## src/rtl/hpair_pkg.sv

```systemverilog
package hpair_pkg;
  typedef enum logic [1:0] {
    WID_64  = 2'd0,
    WID_128 = 2'd1,
    WID_256 = 2'd2,
    WID_BAD = 2'd3
  } width_e;

  localparam int unsigned ALIGN_BYTES = 16;
  localparam int unsigned ALIGN_W     = $clog2(ALIGN_BYTES);
endpackage

```

## src/rtl/hpair_pack.sv

```systemverilog
// Pair sums of one lane: element i = elem(2i+1) + elem(2i), wrap-around.
module hpair_pack #(
  parameter int unsigned IN_W = 128
) (
  input  logic [IN_W-1:0]   vec_i,
  input  logic              elem32_i,
  output logic [IN_W/2-1:0] sum_o
);
  localparam int unsigned N16 = IN_W / 32;
  localparam int unsigned N32 = IN_W / 64;

  logic [IN_W/2-1:0] s16;
  logic [IN_W/2-1:0] s32;

  for (genvar i = 0; i < N16; i++) begin : g_w16
    assign s16[16*i +: 16] = vec_i[32*i+16 +: 16] + vec_i[32*i +: 16];
  end

  for (genvar i = 0; i < N32; i++) begin : g_w32
    assign s32[32*i +: 32] = vec_i[64*i+32 +: 32] + vec_i[64*i +: 32];
  end

  assign sum_o = elem32_i ? s32 : s16;
endmodule

```

## src/rtl/hpair_fault.sv

```systemverilog
module hpair_fault
  import hpair_pkg::*;
(
  input  logic               in_valid_i,
  input  width_e             width_i,
  input  logic               b_from_mem_i,
  input  logic [ALIGN_W-1:0] b_addr_lo_i,
  output logic               illegal_o,
  output logic               misalign_o,
  output logic               accept_o
);
  always_comb begin
    illegal_o  = in_valid_i && (width_i == WID_BAD);
    misalign_o = in_valid_i && (width_i == WID_128) && b_from_mem_i && (|b_addr_lo_i);
    accept_o   = in_valid_i && !illegal_o && !misalign_o;
  end
endmodule

```

## src/rtl/hpair_select.sv

```systemverilog
// Places lane sums by width mode and applies the upper-bits policy.
module hpair_select
  import hpair_pkg::*;
#(
  parameter int unsigned VEC_W  = 256,
  parameter int unsigned LANE_W = 128
) (
  input  width_e                   width_i,
  input  logic                     zero_upper_i,
  input  logic [VEC_W/2-1:0]       sum_a_i,
  input  logic [VEC_W/2-1:0]       sum_b_i,
  input  logic [VEC_W-LANE_W/2-1:0] dest_hi_i,
  output logic [VEC_W-1:0]         res_o
);
  localparam int unsigned HALF      = LANE_W / 2;
  localparam int unsigned QW        = LANE_W / 4;
  localparam int unsigned NUM_LANES = VEC_W / LANE_W;

  always_comb begin
    res_o = '0;
    unique case (width_i)
      WID_64: res_o = {dest_hi_i, sum_b_i[QW-1:0], sum_a_i[QW-1:0]};
      WID_128: begin
        res_o[LANE_W-1:0] = {sum_b_i[HALF-1:0], sum_a_i[HALF-1:0]};
        if (!zero_upper_i) res_o[VEC_W-1:LANE_W] = dest_hi_i[VEC_W-HALF-1:LANE_W-HALF];
      end
      WID_256: begin
        for (int l = 0; l < NUM_LANES; l++) begin
          res_o[LANE_W*l +: LANE_W] = {sum_b_i[HALF*l +: HALF], sum_a_i[HALF*l +: HALF]};
        end
      end
      default: res_o = '0;
    endcase
  end
endmodule

```

## src/rtl/hpair_add_unit.sv

```systemverilog
module hpair_add_unit
  import hpair_pkg::*;
#(
  parameter int unsigned VEC_W  = 256,
  parameter int unsigned LANE_W = 128
) (
  input  logic                      clk_i,
  input  logic                      rst_ni,
  input  logic                      in_valid_i,
  input  logic                      elem32_i,
  input  logic [1:0]                width_i,
  input  logic                      zero_upper_i,
  input  logic [VEC_W-1:0]          src_a_i,
  input  logic [VEC_W-1:0]          src_b_i,
  input  logic [VEC_W-LANE_W/2-1:0] dest_hi_i,
  input  logic                      b_from_mem_i,
  input  logic [ALIGN_W-1:0]        b_addr_lo_i,
  output logic [VEC_W-1:0]          result_o,
  output logic                      out_valid_o,
  output logic                      illegal_o,
  output logic                      align_fault_o
);
  localparam int unsigned HALF      = LANE_W / 2;
  localparam int unsigned NUM_LANES = VEC_W / LANE_W;

  width_e            wsel;
  logic [VEC_W/2-1:0] sum_a;
  logic [VEC_W/2-1:0] sum_b;
  logic [VEC_W-1:0]   res_d;
  logic               ill_d;
  logic               mis_d;
  logic               acc_d;

  assign wsel = width_e'(width_i);

  for (genvar l = 0; l < NUM_LANES; l++) begin : g_lane
    hpair_pack #(.IN_W(LANE_W)) u_pack_a (
      .vec_i   (src_a_i[LANE_W*l +: LANE_W]),
      .elem32_i(elem32_i),
      .sum_o   (sum_a[HALF*l +: HALF])
    );
    hpair_pack #(.IN_W(LANE_W)) u_pack_b (
      .vec_i   (src_b_i[LANE_W*l +: LANE_W]),
      .elem32_i(elem32_i),
      .sum_o   (sum_b[HALF*l +: HALF])
    );
  end

  hpair_select #(.VEC_W(VEC_W), .LANE_W(LANE_W)) u_select (
    .width_i     (wsel),
    .zero_upper_i(zero_upper_i),
    .sum_a_i     (sum_a),
    .sum_b_i     (sum_b),
    .dest_hi_i   (dest_hi_i),
    .res_o       (res_d)
  );

  hpair_fault u_fault (
    .in_valid_i  (in_valid_i),
    .width_i     (wsel),
    .b_from_mem_i(b_from_mem_i),
    .b_addr_lo_i (b_addr_lo_i),
    .illegal_o   (ill_d),
    .misalign_o  (mis_d),
    .accept_o    (acc_d)
  );

  always_ff @(posedge clk_i or negedge rst_ni) begin
    if (!rst_ni) begin
      result_o      <= '0;
      out_valid_o   <= 1'b0;
      illegal_o     <= 1'b0;
      align_fault_o <= 1'b0;
    end else begin
      if (acc_d) result_o <= res_d;
      out_valid_o   <= acc_d;
      illegal_o     <= ill_d;
      align_fault_o <= mis_d;
    end
  end


  a_r1_idle_quiet: assert property (@(posedge clk_i) disable iff (!rst_ni)
    !in_valid_i |=> !out_valid_o && !illegal_o && !align_fault_o);
  a_r1_one_cycle: assert property (@(posedge clk_i) disable iff (!rst_ni)
    in_valid_i && width_i != 2'd3 && !(width_i == 2'd1 && b_from_mem_i && b_addr_lo_i != '0)
    |=> out_valid_o);
  a_r5_keep_upper: assert property (@(posedge clk_i) disable iff (!rst_ni)
    in_valid_i && width_i == 2'd0 |=> result_o[VEC_W-1:HALF] == $past(dest_hi_i));
  a_r7_zero_upper: assert property (@(posedge clk_i) disable iff (!rst_ni)
    in_valid_i && width_i == 2'd1 && zero_upper_i && !(b_from_mem_i && b_addr_lo_i != '0)
    |=> result_o[VEC_W-1:LANE_W] == '0);
  a_r8_illegal_hold: assert property (@(posedge clk_i) disable iff (!rst_ni)
    in_valid_i && width_i == 2'd3 |=> illegal_o && !out_valid_o && $stable(result_o));
  a_r9_misalign_hold: assert property (@(posedge clk_i) disable iff (!rst_ni)
    in_valid_i && width_i == 2'd1 && b_from_mem_i && b_addr_lo_i != '0
    |=> align_fault_o && !out_valid_o && $stable(result_o));
  a_r9_flags_exclusive: assert property (@(posedge clk_i) disable iff (!rst_ni)
    $countones({out_valid_o, illegal_o, align_fault_o}) <= 1);
endmodule

```

## config.mk

```make
export PLATFORM = sky130hd
export DESIGN_NAME = hpair_add_unit
export DESIGN_NICKNAME = d
export VERILOG_FILES = /design/src/rtl/hpair_pkg.sv /design/src/rtl/hpair_pack.sv /design/src/rtl/hpair_fault.sv /design/src/rtl/hpair_select.sv /design/src/rtl/hpair_add_unit.sv
export SDC_FILE = /design/constraint.sdc
export NUM_CORES = 2
export LEC_CHECK = 0
export BUFFER_PORTS_ARGS = -buffer_cell sky130_fd_sc_hd__buf_4
export CORE_AREA = 4 4 377 379
export CTS_CLUSTER_SIZE = 28
export DETAILED_ROUTE_END_ITERATION = 12
export DIE_AREA = 0 0 381 383
export PLACE_DENSITY = 0.51
export SYNTH_ARGS = -nofsm -noshare
export SYNTH_HDL_FRONTEND = slang
export SYNTH_SLANG_ARGS = --single-unit
```

## constraint.sdc

```tcl
create_clock -name clk_i -period 0.9 [get_ports clk_i]
set_clock_uncertainty 0.1 [all_clocks]
set_input_delay 0.225 -clock clk_i [delete_from_list [all_inputs] [get_ports clk_i]]
set_output_delay 0.225 -clock clk_i [all_outputs]
set_load 0.005 [all_outputs]
```

# == After elaboration in Yosys (flattened, before gate mapping) ==
# Index checks and enable logic that the tools add are counted.
# word_totals
wordCells,47
regBits,259
inputBits,716
# classes
n_eq_ne,3
mux,6
add_sub_neg,24
reduce_logical,10
# op_table
operator,n
256-bit case mux with 3 select lines,1
16-bit adder,16
32-bit adder,8
64-bit two-way mux,4
128-bit two-way mux,1
1-bit logical AND,6
"2-bit equality test, second input constant",2
4-bit OR reduction,1
"2-bit by 1-bit equality test with 1-bit output, second input constant",1
1-bit zero test,2
2-bit zero test,1

# == Longest topological paths before layout ==
# depth
depth_word,6
ltp_mapped,14
depth_no_buf,14

# == Hierarchy ==
# Synthesis repeated with hierarchy kept, for this count alone.
# unflattened
cells_unflattened,4778
area_unflattened_um2,40541.4
# by_module_without_submodules
module,cells_per_inst,instances,area_each_um2,seq_area_each_um2
hpair_pack at g_lane[0].u_pack_a ...,926,2,6535.0,0.0
hpair_add_unit,543,1,9669.3,6481.2
hpair_pack at g_lane[1].u_pack_b,888,1,6261.0,0.0
hpair_pack at g_lane[1].u_pack_a,892,1,6226.0,0.0
hpair_select,596,1,5266.3,0.0
hpair_fault,7,1,48.8,0.0

# == Least setup slack after synthesis ==
# OpenSTA, ideal clock, no wires.
# synth_path
path_kind,in2reg
start,input port src_b_i[64]
end,register result_o[110]
arrival_ps,2979
t_required_ps,674
path_buffers,0
cell_stages,13
setup_ps,126
setup_slack_ps,-2304
path_cell_list,ha_1 > fa_1 > a21o_1 > a21oi_1 > o21bai_1 > a2111oi_2 > o31ai_1 > a2111o_1 > a31oi_1 > xor2_1 > mux2i_1 > a221oi_1 > nor2_1
# synth_between
elab_chain_cells,3
elab_cells_between_ends,4
cone_classes,add/sub: 2; mux: 2
# synth_rtl
item,line_no,source
from (decl),hpair_add_unit.sv:14,"input logic [VEC_W-1:0] src_b_i,"
32-bit adder / 16-bit adder (equally long branches),"hpair_pack.sv:20, hpair_pack.sv:16",
64-bit two-way mux *,hpair_pack.sv:23,assign sum_o = elem32_i ? s32 : s16;
256-bit case mux with 3 select lines *,hpair_select.sv:21,unique case (width_i)
to (signal assigned),hpair_add_unit.sv:75,if (acc_d) result_o <= res_d;
to (decl),hpair_add_unit.sv:18,"output logic [VEC_W-1:0] result_o,"
# Every way passes the cells marked *; elsewhere a longest branch is shown, timed or not.
# A chain may end at the register's enable or synchronous reset.

# == Worst setup path in the final report ==
# layout_path
start,input port src_b_i[49]
end,register result_o[55]
# Same word-level chain as after synthesis.

==> results.sh <==
export IMPL_status="finished with violations"
export IMPL_violations="hold timing, setup timing"
export IMPL_start_kind="input port"
export IMPL_syn_avg_cell_area_sq_um=7.66
export IMPL_timing_final_crit_share_pct=299
export IMPL_drive_gt1_share_pct=51.7
export IMPL_pin_count=975
export IMPL_synth_top_area_cell="dfrtp_1"
export IMPL_synth_warnings=0
export IMPL_slowest_delay_ns=0.43
export IMPL_multi_input_area_sq_mm=0.0346
export IMPL_slew_headroom_pct=38.0
export IMPL_gp_congestion=1.04
export IMPL_dpl_hpwl_mm=196
export IMPL_cp_num_buf_inv=4
export IMPL_hold_ws_ns=-0.160
export IMPL_hold_violations=24
export IMPL_peakVddDrop_mv=1.23
export IMPL_numCtsBuffers=40
export IMPL_synth_edf_count=0
export IMPL_ys_seq_area_share_pct=18.0
export IMPL_grt_pass1_vias=49900
export IMPL_nFillCells=13200
export IMPL_root_buffer="clkbuf_16"
export IMPL_crit_path_frequent_cell="buf_6"
export IMPL_hp_start="b_from_mem_i"
export IMPL_instances_no_fill=9498
export IMPL_crit_fanout=3
export IMPL_yosys_top_cells_area="dfrtp_1, ha_1, a21oi_1"
export IMPL_cpMaxStageDelayCell="or4_4"
export IMPL_worstPathArrival_ns=3.12
export IMPL_antenna_found_initial=40
export IMPL_holdPathEnd="align_fault_o$_DFF_PN0_"
export IMPL_grt_first_pass_wirelength_mm=329
export IMPL_max_cap_viol_count=0
export IMPL_rsz0062_at_grt="yes"
export IMPL_drc_errors=0
export IMPL_initial_utilization_pct=25.9
export IMPL_seq_area_sq_mm=0.00648
export IMPL_area_delta_synth_final_pct=96.4
export IMPL_fmax_mhz=372
export IMPL_synth_top_area_share_pct=18.0
export IMPL_synth_cell_type_count=88
export IMPL_synth_nets=5919
export IMPL_clk_latency_ns=0.62
export IMPL_layout_commonest_cell="buf_4"
export IMPL_fin_ws_ns=-1.79
export IMPL_total_power_mw=86.7
export IMPL_die_w_microns=381
export IMPL_drt_iter0_drc=3416
export IMPL_final_setup_viol_count=516
export IMPL_nets=8855
export IMPL_wirelength_mm=235
export IMPL_layout_common_cells="buf_4, nor2_1, ha_1"
export IMPL_port_buffers=974
export IMPL_cp_required_ns=1.32
export IMPL_worst_setup_path_type="input port to flop"
export IMPL_async_reset_ff_share_pct=100
export IMPL_core_sq_mm=0.139
export IMPL_cts_tree="yes"
export IMPL_path_clk_slew_ns=0.06
export IMPL_die_height_microns=383
export IMPL_rows=137
export IMPL_dpl_cell_count=9079
export IMPL_hold_depth=4
export IMPL_cts_max_level=2
export IMPL_r2r_end="result_o[158]$_DFFE_PN0P_"
export IMPL_synth_flop_cell="dfrtp_1"
export IMPL_tightest_slew_ns=0.923
export IMPL_crit_chain="buf_6 > buf_6 > ha_4 > and3_4 > a22o_1 > or4_4 > o211ai_4 > buf_6 > buf_6 > nand2_4 > a21o_1 > a211o_1 > a311oi_2 > a2111oi_2 > a211o_1"
export IMPL_drv_slew=0
export IMPL_cp_end_kind="flop"
export IMPL_leakagePower_nw=33.7
export IMPL_vias=49600
export IMPL_routedWlPerCell_microns=24.7
export IMPL_reg2regPathDepth=4
export IMPL_min_period_ns=2.69
export IMPL_ys_seq_elements=259
export IMPL_cpLargestDelayFamily="compound AO/OA/AOI/OAI gates"
export IMPL_r2r_start="result_o[158]$_DFFE_PN0P_"
export IMPL_die_area_sq_mm=0.146
export IMPL_rrSetupSlack_ns=-0.21
export IMPL_viasPerCell=5.23
export IMPL_grt_max_degree=43
export IMPL_track_usage_pct=30.1
export IMPL_clock_sinks=259
export IMPL_ant_nets=0
export IMPL_syn_area_sq_mm=0.0359
export IMPL_syn_inst=4691
export IMPL_hold_path_class="input port to flop"
export IMPL_cts_buffer_depth=3
export IMPL_p_per_area_mw_per_mm2=1230
export IMPL_overflow=0
export IMPL_drt_first_pass_iters=7
## flip-flops by register name, summed over array words and instances, names as in the netlist
signal         cells
out_valid_o        1
illegal_o          1
result_o         256
align_fault_o      1
## area by class of cell
type	count	share of cell area (%)
diodes	32	0.114
clock buffers	52	1.61
clock inverters	22	0.488
inverters	155	0.853
multi-input cells	4100	49.1
flip-flops and latches	259	9.19
well taps	1807	3.21
repair buffers	3071	35.4
## routing by layer
layer	GRT usage, %	routed length [microns]
met5	0	94
met4	13.2	12200
met3	5.31	15500
met2	49.9	108000
met1	38.4	98900
## worst reg2reg max path: stages (launching register included)
cell       delay [ns]
dfrtp_1          0.38
nor2_1           0.21
nor3_1           0.09
a2bb2oi_2        0.13
o31ai_1          0.08
## logic make-up (layout without fill, tap and decap cells)
family                   after synthesis  count (layout)  share of synthesized area (%)
other                                  0              32                              0
buffers and inverters                332            3300                           3.54
flip-flops                           259             259                           18.0
AND/OR/NAND/NOR                     1430            1430                           18.4
AO/OA/AOI/OAI                       1716            1716                           30.7
XOR/XNOR                             383             383                           9.34
adder cells (fa/ha/maj)              512             512                           18.3
multiplexers                          59              59                           1.67
## metrics by stage
| step | hold slack (ns) | TNS, ns | setup slack [ns] | util (%) | instance area (sq um) |
|---|---|---|---|---|---|
| after global placement | -0.0765 | -495.23 | -2.71 | 43.9 | 61000 |
| after CTS | -0.304 | -468.09 | -1.69 | 48.9 | 67900 |
| after detailed placement | -0.0761 | -498.24 | -2.63 | 43.9 | 61000 |
| after global routing | -0.178 | -498.09 | -1.81 | 50.8 | 70500 |
| final | -0.160 | -469.76 | -1.79 | 50.8 | 70500 |
| after floorplan | -0.171 | -333.53 | -2.07 | - | 38500 |
## power by group
group / total, mW / switching, mW / internal [mW]
clock: 18.8 / 7.53 / 11.2
combinational: 52.3 / 25.7 / 26.6
sequential: 15.6 / 1.82 / 13.8
## worst max path at each step
stage,cells past startpoint,startpoint,to
after floorplan,12,src_b_i[16],result_o[95]$_DFFE_PN0P_
after detailed placement,14,src_b_i[49],result_o[95]$_DFFE_PN0P_
after CTS,15,src_b_i[49],result_o[55]$_DFFE_PN0P_
final,15,src_b_i[49],result_o[55]$_DFFE_PN0P_
after global routing,15,src_b_i[49],result_o[55]$_DFFE_PN0P_
after global placement,14,src_b_i[49],result_o[95]$_DFFE_PN0P_
## cell usage after synthesis (13+ instances only)
cell type,n
or3_1,52
a21boi_0,18
nand3_1,115
mux2i_1,52
and2_1,22
o21ai_0,405
a21o_1,183
o211ai_1,39
clkbuf_1,154
fa_1,24
xor2_1,152
a222oi_1,13
o31ai_1,34
buf_1,15
ha_1,488
dfrtp_1,259
nand4_1,30
nand2_1,401
nor2_1,456
a211oi_1,58
or2_2,15
o21bai_1,62
nor3_1,110
o22ai_1,29
xnor2_1,231
nand2b_1,51
a211o_1,16
a21oi_1,477
a221oi_1,82
and3_1,68
a31oi_1,49
a2111oi_0,14
inv_1,152
nor2b_1,58
o21a_1,61
o221ai_1,16
## what timing repair did
action | in CTS | in global routing
gates resized for setup | 664 | 445
cloned | 0 | 3
hold buffers | 159 | 1
pin swaps | 530 | 546
buffers inserted | 143 | 107
setup endpoints to repair | 516 | 516
endpoints found under the hold margin | 448 | 27
Note: power is estimated with default switching activity, not from simulation.
